==> src/rtl/wtlb_pkg.sv <==
// Shared widths, entry layout and encodings for the world-tagged TLB.
// Assumes 4 KB pages on 32-bit addresses (20-bit page numbers).
package wtlb_pkg;
    localparam int VPN_W = 20;
    localparam int PPN_W = 20;

    localparam logic WORLD_SEC = 1'b1;
    localparam logic WORLD_NRM = 1'b0;

    // Flush selection: bit 0 selects secure entries, bit 1 selects normal entries.
    localparam int INV_SEC_BIT = 0;
    localparam int INV_NRM_BIT = 1;

    typedef struct packed {
        logic [VPN_W-1:0] vpn;
        logic [PPN_W-1:0] ppn;
        logic             world;
        logic             ns;
    } tlb_ent_t;
endpackage

==> src/rtl/wtlb_match.sv <==
// Parallel tag compare: flags each valid entry whose page and world equal the key.
// Assumes the caller keeps at most one matching entry per (page, world) pair.
module wtlb_match
    import wtlb_pkg::*;
#(
    parameter int N = 8
) (
    input  tlb_ent_t [N-1:0] ents,
    input  logic [N-1:0]     valid,
    input  logic [VPN_W-1:0] key_vpn,
    input  logic             key_world,
    output logic [N-1:0]     hit
);
    // One comparator per entry.
    for (genvar i = 0; i < N; i++) begin : g_cmp
        assign hit[i] = valid[i] && (ents[i].vpn == key_vpn) && (ents[i].world == key_world);
    end
endmodule

==> src/rtl/wtlb_slot_pick.sv <==
// Chooses the entry a fill writes: a matching entry first, then the lowest
// invalid entry, then a round-robin victim. Holds the victim pointer.
// Assumes fill_match is one-hot or zero.
module wtlb_slot_pick #(
    parameter int N = 8,
    localparam int IW = (N > 1) ? $clog2(N) : 1
) (
    input  logic          clk,
    input  logic          rst_n,
    input  logic          fl_en,
    input  logic [N-1:0]  valid,
    input  logic [N-1:0]  fill_match,
    output logic [IW-1:0] slot
);
    logic [IW-1:0] ptr_q;
    logic          replace;

    // Priority selection of the target slot.
    always_comb begin
        slot    = ptr_q;
        replace = 1'b0;
        if (|fill_match) begin
            for (int i = 0; i < N; i++)
                if (fill_match[i]) slot = IW'(i);
        end else if (!(&valid)) begin
            for (int i = N - 1; i >= 0; i--)
                if (!valid[i]) slot = IW'(i);
        end else begin
            replace = 1'b1;
        end
    end

    // Victim pointer advances, wrapping, after each replacement.
    always_ff @(posedge clk) begin
        if (!rst_n)
            ptr_q <= '0;
        else if (fl_en && replace)
            ptr_q <= (ptr_q == IW'(N - 1)) ? '0 : ptr_q + IW'(1);
    end
endmodule

==> src/rtl/wtlb_store.sv <==
// Entry storage with valid bits, a single write port and a world-selective flush.
// Assumes a flush and a fill in one cycle: the flush applies first, the fill wins its slot.
module wtlb_store
    import wtlb_pkg::*;
#(
    parameter int N = 8,
    localparam int IW = (N > 1) ? $clog2(N) : 1
) (
    input  logic            clk,
    input  logic            rst_n,
    input  logic            wr_en,
    input  logic [IW-1:0]   wr_idx,
    input  tlb_ent_t        wr_ent,
    input  logic            inv_en,
    input  logic [1:0]      inv_sel,
    output tlb_ent_t [N-1:0] ents,
    output logic [N-1:0]    valid
);
    logic [N-1:0] valid_d;

    // Next valid vector: flush by world, then set the written slot.
    always_comb begin
        valid_d = valid;
        for (int i = 0; i < N; i++) begin
            if (inv_en && ((inv_sel[INV_SEC_BIT] && ents[i].world == WORLD_SEC) ||
                           (inv_sel[INV_NRM_BIT] && ents[i].world == WORLD_NRM)))
                valid_d[i] = 1'b0;
        end
        if (wr_en) valid_d[wr_idx] = 1'b1;
    end

    // Valid bits with synchronous reset.
    always_ff @(posedge clk) begin
        if (!rst_n) valid <= '0;
        else        valid <= valid_d;
    end

    // Entry payload, written only by fills.
    always_ff @(posedge clk) begin
        if (wr_en) ents[wr_idx] <= wr_ent;
    end
endmodule

==> src/rtl/wtlb_top.sv <==
// World-tagged fully associative TLB: combinational lookup, walker fill, flush.
// Normal-world hits are forced non-secure; secure hits return the stored NS bit.
module wtlb_top
    import wtlb_pkg::*;
#(
    parameter int ENTRIES = 8
) (
    input  logic             clk,
    input  logic             rst_n,
    input  logic [VPN_W-1:0] lk_vpn,
    input  logic             lk_world,
    output logic             lk_hit,
    output logic [PPN_W-1:0] lk_ppn,
    output logic             lk_ns,
    input  logic             fl_en,
    input  logic [VPN_W-1:0] fl_vpn,
    input  logic [PPN_W-1:0] fl_ppn,
    input  logic             fl_ns,
    input  logic             fl_world,
    input  logic             inv_en,
    input  logic [1:0]       inv_sel
);
    localparam int IW = (ENTRIES > 1) ? $clog2(ENTRIES) : 1;

    tlb_ent_t [ENTRIES-1:0] ents;
    logic [ENTRIES-1:0]     valid_q;
    logic [ENTRIES-1:0]     lk_match;
    logic [ENTRIES-1:0]     fl_match;
    logic [IW-1:0]          fl_slot;
    tlb_ent_t               fl_ent;
    logic                   sel_ns;

    assign fl_ent = '{vpn: fl_vpn, ppn: fl_ppn, world: fl_world, ns: fl_ns};

    wtlb_store #(.N(ENTRIES)) u_store (
        .clk, .rst_n, .wr_en(fl_en), .wr_idx(fl_slot), .wr_ent(fl_ent),
        .inv_en, .inv_sel, .ents, .valid(valid_q)
    );

    wtlb_match #(.N(ENTRIES)) u_lk_cmp (
        .ents, .valid(valid_q), .key_vpn(lk_vpn), .key_world(lk_world), .hit(lk_match)
    );

    wtlb_match #(.N(ENTRIES)) u_fl_cmp (
        .ents, .valid(valid_q), .key_vpn(fl_vpn), .key_world(fl_world), .hit(fl_match)
    );

    wtlb_slot_pick #(.N(ENTRIES)) u_pick (
        .clk, .rst_n, .fl_en, .valid(valid_q), .fill_match(fl_match), .slot(fl_slot)
    );

    // AND-OR read mux over the (at most one-hot) lookup matches.
    always_comb begin
        lk_ppn = '0;
        sel_ns = 1'b0;
        for (int i = 0; i < ENTRIES; i++) begin
            if (lk_match[i]) begin
                lk_ppn = lk_ppn | ents[i].ppn;
                sel_ns = sel_ns | ents[i].ns;
            end
        end
    end

    assign lk_hit = |lk_match;
    assign lk_ns  = (lk_world == WORLD_SEC) ? sel_ns : 1'b1;
endmodule

==> config.mk <==
export PLATFORM = sky130hd
export DESIGN_NAME = wtlb_top
export DESIGN_NICKNAME = d
export VERILOG_FILES = /design/src/rtl/wtlb_pkg.sv /design/src/rtl/wtlb_match.sv /design/src/rtl/wtlb_slot_pick.sv /design/src/rtl/wtlb_store.sv /design/src/rtl/wtlb_top.sv
export SDC_FILE = /design/constraint.sdc
export NUM_CORES = 1
export LEC_CHECK = 0
export BUFFER_PORTS_ARGS = -buffer_cell sky130_fd_sc_hd__buf_2
export CORE_MARGIN = 2
export CORE_UTILIZATION = 50
export DETAILED_ROUTE_END_ITERATION = 6
export MAX_ROUTING_LAYER = met4
export PLACE_DENSITY = 0.78
export RECOVER_POWER = 50
export SYNTH_ARGS = -nofsm -noshare
export SYNTH_HDL_FRONTEND = slang
export SYNTH_HIERARCHICAL = 1
export SYNTH_SLANG_ARGS = --single-unit
==> constraint.sdc <==
create_clock -name clk -period 9.1 [get_ports clk]
set_input_delay 2.73 -clock clk [delete_from_list [all_inputs] [get_ports clk]]
set_output_delay 2.73 -clock clk [all_outputs]
set_load 0.02 [all_outputs]
==> results.json, run 1 <==
{
  "post_cts_buffers": 0,
  "antenna_found_initial": 2,
  "syn_area_per_cell_um2": 15.0,
  "max_freq_ghz": 0.124,
  "peakVddDrop_uv": 171,
  "ant_nets": 0,
  "vias": 9447,
  "initial_utilization_pct": 50.5,
  "cp.required_ns": 6.37,
  "synth_top_area_cell": "edfxtp_1",
  "async_flop_share_pct": 0,
  "hold_buffers": 0,
  "ys_top_cells_by_count": "336 x edfxtp_1, 320 x xor2_1, 82 x nor4_1",
  "areaGrowthSynthToFinish_pct": 10.2,
  "fin_crit_ns": 8.07,
  "grt_max_degree": 44,
  "layout.nets": 1218,
  "die_w_um": 182,
  "maxCapViolations": 0,
  "synth_edf_count": 336,
  "rsz0062_at_grt": "false",
  "via_per_inst": 5.99,
  "design.core.area_um2": 31500,
  "netlist_area_um2": 15900,
  "cts_resized": 0,
  "port_buffers": 90,
  "worst_pin_slew_ns": 1.29,
  "syn-num-nets": 1128,
  "cts_sinks": 347,
  "cts_tree": "done",
  "yosysSeqAreaShare_pct": 64.8,
  "hold_class": "register to register",
  "final-setup-viol-count": 0,
  "path_max_fanout": 22,
  "drive_gt1_share_pct": 11.6,
  "hold_slack_ns": 0.482,
  "hold_viol_final": 0,
  "setup_ws_ns": 1.03,
  "ys_warn_count": 6,
  "power_density_nw_per_um2": 194,
  "clk_pin_slew_worst_paths_ns": 0.06,
  "dr.pass1.iters": 7,
  "grt_usage_pct": 24.7,
  "setup_tns_ns": 0,
  "htree_levels": 2,
  "synthDominantCellAreaShare_pct": 63.4,
  "dp_hpwl_mm": 24.8,
  "maxSlewViolCount": 0,
  "power_uw": 3410,
  "clockBufferDepth": 3,
  "overflow": 0,
  "final_core_util_pct": 55.7,
  "worstPathArrival_ns": 5.34,
  "die_y_um": 182,
  "crit_type": "primary input to primary output",
  "ys_ff_latch": 347,
  "synth_flop_cell": "edfxtp_1",
  "grt_pass1_wl_mm": 59.3,
  "rows": 65,
  "grt_pass1_vias": 9557,
  "yosys.cell_count.top_type": "edfxtp_1",
  "relSlewSlack_pct": 13.9,
  "end_kind": "primary output",
  "pre_cts_slack_ns": 1.08,
  "fill_cells": 2449,
  "drt_iter0_markers": 876,
  "fin_skew_ns": 0.0334,
  "cts_buffers": 37,
  "gp_congestion": 0.888,
  "period_share_pct": 88.7,
  "root_buffer": "clkbuf_16",
  "wl_per_cell_um": 25.2,
  "ios": 91,
  "insertion_delay_ns": 0.52,
  "outcome": "finished, final reports clean",
  "drt_wl_total_mm": 39.7,
  "dieArea_um2": 33200,
  "syn_inst": 1057,
  "leakage_uw": 0.00589,
  "route.detailed.drc": 0,
  "yosys-top-cells-area": "edfxtp_1 63%, xor2_1 18%, a22oi_1 3.8%, nor4_1 3.2%, buf_6 3.0%",
  "startpoint_type": "primary input",
  "synth_cell_types": 41
}
[worst max-delay path: stages]
cell     delay (ns)
buf_2          0.35
xor2_1         0.12
nor4_1         0.81
nand4_1        0.25
nor2_2         0.20
buf_4          0.35
a22oi_1        0.17
nand4_1        0.16
buf_2          0.18
[metal layers]
layer	track usage, %	share of wire, %	up-vias
met1	32.6	41	4741
met3	4.67	8.2	72
met2	39.0	48	462
li1	-	-	4172
met4	7.90	2.7	0
met5	-	0	-
[cell usage in the layout, fill, tap and decap left out, types with 18 or more instances in the layout]
cell | synthesis | routed
nor4_1 | 82 | 84
xor2_1 | 320 | 320
buf_2 | 14 | 48
clkbuf_1 | 0 | 49
nand4_1 | 38 | 38
buf_4 | 1 | 18
nor2_1 | 27 | 18
edfxtp_1 | 336 | 336
clkbuf_16 | 0 | 38
a22oi_1 | 80 | 80
[cells by family after synthesis]
kind of cell,synth area share (%)
DFF,64.8
xor gates and xnor gates,18.5
and+or+nand+nor,7.22
AOI/OAI and AO/OA,5.00
buffers and inverters,3.58
muxes,0.708
adders and majority gates,0.157
[flip-flops by register name (all words and copies together), names as in the netlist]
| name | count |
|---|---|
| u_store/ents | 336 |
| u_store/valid | 8 |
| u_pick/ptr_q | 3 |
[power by group]
group / total (uW) / switching (uW) / internal, uW / leakage, uW
sequential: 1800 / 14.2 / 1780 / 0.00314
combinational: 189 / 132 / 56.8 / 0.00218
clock: 1420 / 599 / 822 / 0.000564
total: 3410 / 745 / 2660 / 0.00589
[through the flow]
stage               std cells  cell area (um2)
floorplan                1057            15900
global route             1578            17500
CTS                      1576            17600
global placement         1510            16500
detailed placement       1510            16500
finish                   1578            17500
[final timing paths]
| kind | from | end | slack [ns] | cells after the start |
|---|---|---|---|---|
| setup reg to reg | u_store/ents[149] | u_store/ents[143] | 4.69 | 10 |
| hold reg to reg | u_pick/ptr_q[1] | u_pick/ptr_q[1] | 0.48 | 2 |
| hold / removal | u_pick/ptr_q[1] | u_pick/ptr_q[1] | 0.48 | 2 |
| setup / recovery | lk_vpn[18] | lk_ppn[9] | 1.03 | 9 |
[final cells by class]
cell class,count,area (um2),share of cell area (%)
clock buffers,44,973,5.56
clock inverters,22,164,0.936
repair buffers,109,537,3.06
well taps,402,503,2.87
inverters,2,7.51,0.0429
diodes,2,5.00,0.0286
flip-flops and latches,347,10300,58.8
multi-input cells,650,5020,28.7
Note: power is estimated with default switching activity, not from simulation.
==> run 2, diff against run 1 <==
--- a/config.mk
+++ b/config.mk
@@ -5,6 +5,7 @@
 export SDC_FILE = /design/constraint.sdc
 export NUM_CORES = 1
 export LEC_CHECK = 0
+export ABC_AREA = 1
 export BUFFER_PORTS_ARGS = -buffer_cell sky130_fd_sc_hd__buf_2
 export CORE_MARGIN = 2
 export CORE_UTILIZATION = 50
==> results.json, run 2 <==
{
  "outcome": "finished, final reports clean",
  "worstPathArrival_ns": 5.10,
  "yosys.cell_count.top_type": "nand2_1",
  "areaGrowthSynthToFinish_pct": 10.6,
  "htree_levels": 2,
  "cts_buffers": 40,
  "ys_warn_count": 6,
  "grt_pass1_vias": 15000,
  "clk_pin_slew_worst_paths_ns": 0.06,
  "reg2reg_depth": 16,
  "period_share_pct": 86.0,
  "rsz0062_at_grt": "false",
  "r2r-start": "u_store/ents[194]",
  "peakVddDrop_uv": 188,
  "ios": 91,
  "dp_hpwl_mm": 45.0,
  "p_int_uw": 2730,
  "drt_iter0_markers": 1720,
  "fin_skew_ns": 0.0255,
  "crit_end": "lk_ppn[17]",
  "final_core_util_pct": 55.9,
  "hold_buffers": 0,
  "rows": 70,
  "via_per_inst": 5.42,
  "power_density_nw_per_um2": 179,
  "startpoint_type": "primary input",
  "combPwrFrac_pct": 7.2,
  "r2r-end": "u_store/ents[88]",
  "hold_viol_final": 0,
  "cts_resized": 0,
  "insertion_delay_ns": 0.59,
  "antenna_found_initial": 0,
  "synth_xor_area_share_pct": 0.666,
  "final_common_cell": "nand2_1",
  "hold_class": "register to register",
  "synth_edf_count": 336,
  "leakage_uw": 0.00967,
  "synthSimpleGateAreaFrac_pct": 31.8,
  "yosys-top-cells-area": "edfxtp_1 55%, nand2_1 24%, inv_1 5.7%, nor2_1 5.6%, buf_6 1.2%",
  "grt_usage_pct": 35.2,
  "ys_top_cells_by_count": "1193 x nand2_1, 336 x edfxtp_1, 281 x inv_1",
  "final-setup-viol-count": 0,
  "n_antenna_cell": 0,
  "synth_compound_area_share_pct": 2.58,
  "dr.pass1.iters": 6,
  "max_freq_ghz": 0.128,
  "initial_utilization_pct": 50.6,
  "fill_cells": 3339,
  "maxCapViolations": 0,
  "grt_pass1_wl_mm": 94.9,
  "cts_sinks": 347,
  "dp_cells": 2871,
  "r2r_slack_ns": 5.01,
  "synth_adder_area_share_pct": 0.136,
  "root_buffer": "clkbuf_16",
  "largest_register_ffs": 336,
  "layout_common_cells": "1193 x nand2_1, 336 x edfxtp_1, 275 x nor2_1, 275 x inv_1",
  "drive_gt1_share_pct": 7.84,
  "route.detailed.drc": 0,
  "synthDominantCellAreaShare_pct": 54.8,
  "relSlewSlack_pct": 22.9,
  "die_y_um": 196,
  "end_kind": "primary output",
  "netlist_area_um2": 18400,
  "worst_pin_slew_ns": 1.16,
  "syn_inst": 2348,
  "grt_max_degree": 43,
  "path_max_fanout": 22,
  "syn-num-nets": 2419,
  "crit_top_cell": "nand2_1",
  "die_w_um": 196,
  "power_frac_seq_pct": 49.2,
  "synth_flop_cell": "edfxtp_1",
  "async_flop_share_pct": 0,
  "cp-startpoint": "lk_vpn[2]",
  "setup_tns_ns": 0,
  "crit_type": "primary input to primary output",
  "synth_top_family_by_area": "simple AND/OR/NAND/NOR gates",
  "slowest_delay_ns": 0.36,
  "post_cts_buffers": 0,
  "synth_top_area_cell": "edfxtp_1",
  "vias": 15900,
  "design.core.area_um2": 36400,
  "switching_share_pct": 25.2,
  "synth_mux_area_share_pct": 0,
  "drt_wl_total_mm": 64.9,
  "cts_tree": "done",
  "wl_per_cell_um": 22.1,
  "dieArea_um2": 38400,
  "cp_cell_sequence": "buf_2, inv_2, nand2_1, nand2_1, nor2_1, nand2_1, nor2_1, nand2_1, nor2_2, buf_4, nand2_1, nand2_1, nor2_1, nand2_1, buf_2",
  "synth_cell_types": 25,
  "yosysSeqAreaShare_pct": 56.0,
  "maxSlewViolCount": 0,
  "fin_crit_ns": 7.83,
  "power.switching_uw": 921,
  "regMostFlops": "u_store/ents",
  "power_uw": 3660,
  "gp_congestion": 1.10,
  "clockBufferDepth": 3,
  "layout.nets": 2516,
  "ys_ff_latch": 347,
  "top_regs": "u_store/ents: 336 flops, u_store/valid: 8 flops, u_pick/ptr_q: 3 flops",
  "cp.required_ns": 6.37,
  "ant_nets": 0,
  "clkPwrFrac_pct": 43.7,
  "syn_area_per_cell_um2": 7.85,
  "stdcell_count": 2943,
  "cp_slowest_cell": "buf_4",
  "overflow": 0,
  "port_buffers": 90
}
==> run 2: cell types whose count changed after synthesis, moves of 80 or more <==
cell | before | now
a22oi_1 | 80 | 0
nor4_1 | 82 | 0
xor2_1 | 320 | 14
inv_1 | 2 | 281
nor2_1 | 27 | 276
nand2_1 | 12 | 1193
==> run 2: area by class of cell <==
type / count / area, um2 / share of cell area [%]
clock buffer: 47 / 1050 / 5.14
inverter: 320 / 1200 / 5.89
timing repair buffer: 106 / 518 / 2.54
sequential: 347 / 10300 / 50.6
multi-input combinational: 1630 / 6470 / 31.8
tap: 468 / 586 / 2.87
clock inverter: 25 / 243 / 1.19
==> run 2: per-stage QoR <==
step | hold slack (ns) | cell area, um2 | worst slack, ns
floorplan | 0.477 | 18400 | 2.36
global placement | 0.500 | 19200 | 1.39
detailed placement | 0.514 | 19200 | 1.40
CTS | 0.526 | 20500 | 1.39
global route | 0.543 | 20400 | 1.24
finish | 0.522 | 20400 | 1.27
==> run 2: worst max-delay path: cells and delay by family <==
family,cells,cell delay (ns)
simple gates,11,1.36
buf+inv,4,1.00
==> run 2: kinds of logic (layout without fill, tap and decap cells) <==
group           after synthesis  after routing
xor+xnor                     14             14
fa+ha+maj                     2              2
buf+inv                     371            498
simple gates               1526           1526
compound gates               88             88
flops                       347            347
==> run 2: worst min-delay path by stage <==
| stage | start | endpoint | cells past startpoint |
|---|---|---|---|
| after floorplan | u_store/valid[1] | u_store/valid[1] | 2 |
| final | u_pick/ptr_q[2] | u_pick/ptr_q[2] | 2 |
| after detailed placement | u_store/valid[3] | u_store/valid[3] | 2 |
| after CTS | u_store/valid[3] | u_store/valid[3] | 2 |
| after global routing | u_pick/ptr_q[2] | u_pick/ptr_q[2] | 2 |
| after global placement | u_pick/ptr_q[2] | u_pick/ptr_q[2] | 2 |
==> run 2: metal layers <==
layer  track usage [%]  up-vias  routed length (um)
met3              6.15      200                6440
met4              19.0        0                3790
li1                  -     7410                   -
met1              44.6     7392               25600
met2              54.1      935               29100
met5                 -        -                   0
==> run 2: power by group through the flow <==
stage          Clock (uW)  Combinational, uW  Sequential, uW
6_report             1600                261            1800
5_1_grt              1660                281            1800
4_1_cts              1610                257            1800
3_5_place_dp            0                256            1830
3_3_place_gp            0                254            1830
2_1_floorplan           0                139            1830
==> run 3, diff against run 2 <==
--- a/config.mk
+++ b/config.mk
@@ -7,6 +7,7 @@
 export LEC_CHECK = 0
 export ABC_AREA = 1
 export BUFFER_PORTS_ARGS = -buffer_cell sky130_fd_sc_hd__buf_2
+export CORE_ASPECT_RATIO = 0.8
 export CORE_MARGIN = 2
 export CORE_UTILIZATION = 50
 export DETAILED_ROUTE_END_ITERATION = 6
==> results.json, run 3 (synthesis results as in run 2) <==
{
  "insertion_delay_ns": 0.54,
  "final-setup-viol-count": 0,
  "r2r-end": "u_store/ents[220]",
  "port_buffers": 90,
  "power_density_nw_per_um2": 175,
  "grt_pass1_wl_mm": 94.7,
  "period_share_pct": 85.2,
  "setup_tns_ns": 0,
  "layout.nets": 2512,
  "final_common_cell": "nand2_1",
  "cp_slowest_cell": "buf_4",
  "grt_max_degree": 32,
  "power_uw": 3550,
  "drt_iter0_markers": 2294,
  "clk_pin_slew_worst_paths_ns": 0.06,
  "fin_skew_ns": 0.0156,
  "layout_common_cells": "1193 x nand2_1, 336 x edfxtp_1, 276 x nor2_1, 276 x inv_1",
  "cp.required_ns": 6.37,
  "root_buffer": "clkbuf_16",
  "hold_end": "u_pick/ptr_q[2]",
  "grt_usage_pct": 35.3,
  "relSlewSlack_pct": 21.1,
  "final_core_util_pct": 56.1,
  "overflow": 0,
  "clockBufferDepth": 3,
  "regMostFlops": "u_store/ents",
  "dieArea_um2": 38400,
  "areaGrowthSynthToFinish_pct": 9.92,
  "r2r-start": "u_store/ents[241]",
  "grt_pass1_vias": 14700,
  "cts_sinks": 347,
  "drive_gt1_share_pct": 7.51,
  "cp_cell_sequence": "buf_2, inv_1, nand2_1, nand2_1, nor2_1, nand2_1, nor2_1, nand2_1, nor2_2, buf_4, nand2_1, nand2_1, nor2_1, nand2_1, buf_2",
  "ant_nets": 0,
  "htree_levels": 2,
  "cts_buffers": 36,
  "min_from": "u_pick/ptr_q[2]",
  "top_regs": "u_store/ents: 336 flops, u_store/valid: 8 flops, u_pick/ptr_q: 3 flops",
  "rsz0062_at_grt": "false",
  "regArea_um2": 10300,
  "drt_wl_total_mm": 65.0,
  "startpoint_type": "primary input",
  "ios": 91,
  "design.core.area_um2": 36100,
  "die_y_um": 176,
  "reg2reg_depth": 18,
  "wl_per_cell_um": 22.1,
  "outcome": "finished, final reports clean",
  "end_kind": "primary output",
  "largest_register_ffs": 336,
  "leakage_uw": 0.00961,
  "maxSlewViolCount": 0,
  "route.detailed.drc": 0,
  "worstPathArrival_ns": 5.02,
  "hold_slack_ns": 0.520,
  "die_w_um": 219,
  "setup_ws_ns": 1.35,
  "worst_pin_slew_ns": 1.18,
  "maxCapViolations": 0,
  "rows": 62,
  "crit_top_cell": "nand2_1",
  "pre_cts_slack_ns": 1.43,
  "r2r_slack_ns": 4.43,
  "slowest_delay_ns": 0.33,
  "antenna_found_initial": 1,
  "fill_cells": 3304,
  "cts_tree": "done",
  "cts_resized": 0,
  "gp_congestion": 1.04,
  "peakVddDrop_uv": 168,
  "hold_buffers": 0,
  "multi_input_area_um2": 6470,
  "post_cts_buffers": 0,
  "vias": 16000,
  "hold_depth": 2,
  "fin_crit_ns": 7.75,
  "initial_utilization_pct": 51.1,
  "hold_class": "register to register",
  "crit_type": "primary input to primary output",
  "dp_hpwl_mm": 45.8,
  "dr.pass1.iters": 7,
  "path_max_fanout": 22,
  "hold_viol_final": 0,
  "via_per_inst": 5.43,
  "max_freq_ghz": 0.129
}
run 3: changes by cell type in the layout (fill, tap and decap cells not counted), sizes merged:
| cell | delta |
|---|---|
| clkinvlp | -1 |
| diode | +1 |
| clkbuf | -5 |
| clkinv | -8 |
| inv | +2 |
| bufinv | +2 |
run 3: power by group:
part	leakage (uW)	total, uW	switching, uW	internal [uW]
sequential	0.00314	1800	17.0	1780
combinational	0.00591	267	210	57.5
clock	0.000556	1490	639	847
total	0.00961	3550	865	2690
run 3: layer usage:
layer	track usage [%]	part of all wire, %	routed length [um]	vias to the layer above
met1	52.2	44	28600	7577
met2	49.1	42	27200	911
met3	7.79	12	7740	95
li1	-	-	-	7400
met5	-	0	0	-
met4	8.45	2.3	1460	0
run 3: final cells by class:
cell class                      instances  share of cell area [%]
Tap cell                              480                    2.97
Sequential cell                       347                    50.9
Multi-Input combinational cell       1630                    31.9
Antenna cell                            1                  0.0124
Timing Repair Buffer                  106                    2.56
Inverter                              320                    5.93
Clock buffer                           42                    4.56
Clock inverter                         20                    1.11
run 3: per-stage QoR:
stage / area, um2 / std cells
4_1_cts: 20300 / 2945
3_5_place_dp: 19200 / 2883
3_3_place_gp: 19200 / 2883
6_report: 20200 / 2946
5_1_grt: 20200 / 2946
2_1_floorplan: 18400 / 2348
run 3: worst max-delay path by stage:
stage,startpoint,to,slack [ns],cells past startpoint
floorplan,lk_vpn[3],lk_ppn[11],2.36,14
global placement,lk_vpn[0],lk_ppn[5],1.40,15
detailed placement,lk_vpn[0],lk_ppn[10],1.43,15
CTS,lk_vpn[0],lk_ppn[10],1.43,15
global route,lk_vpn[4],lk_ppn[2],1.30,15
finish,lk_vpn[0],lk_ppn[10],1.35,15
run 3: worst max-delay path, delay by kind of cell:
kind,cells,cell delay (ns)
AND/OR/NAND/NOR,11,1.25
buffers and inverters,4,1.00
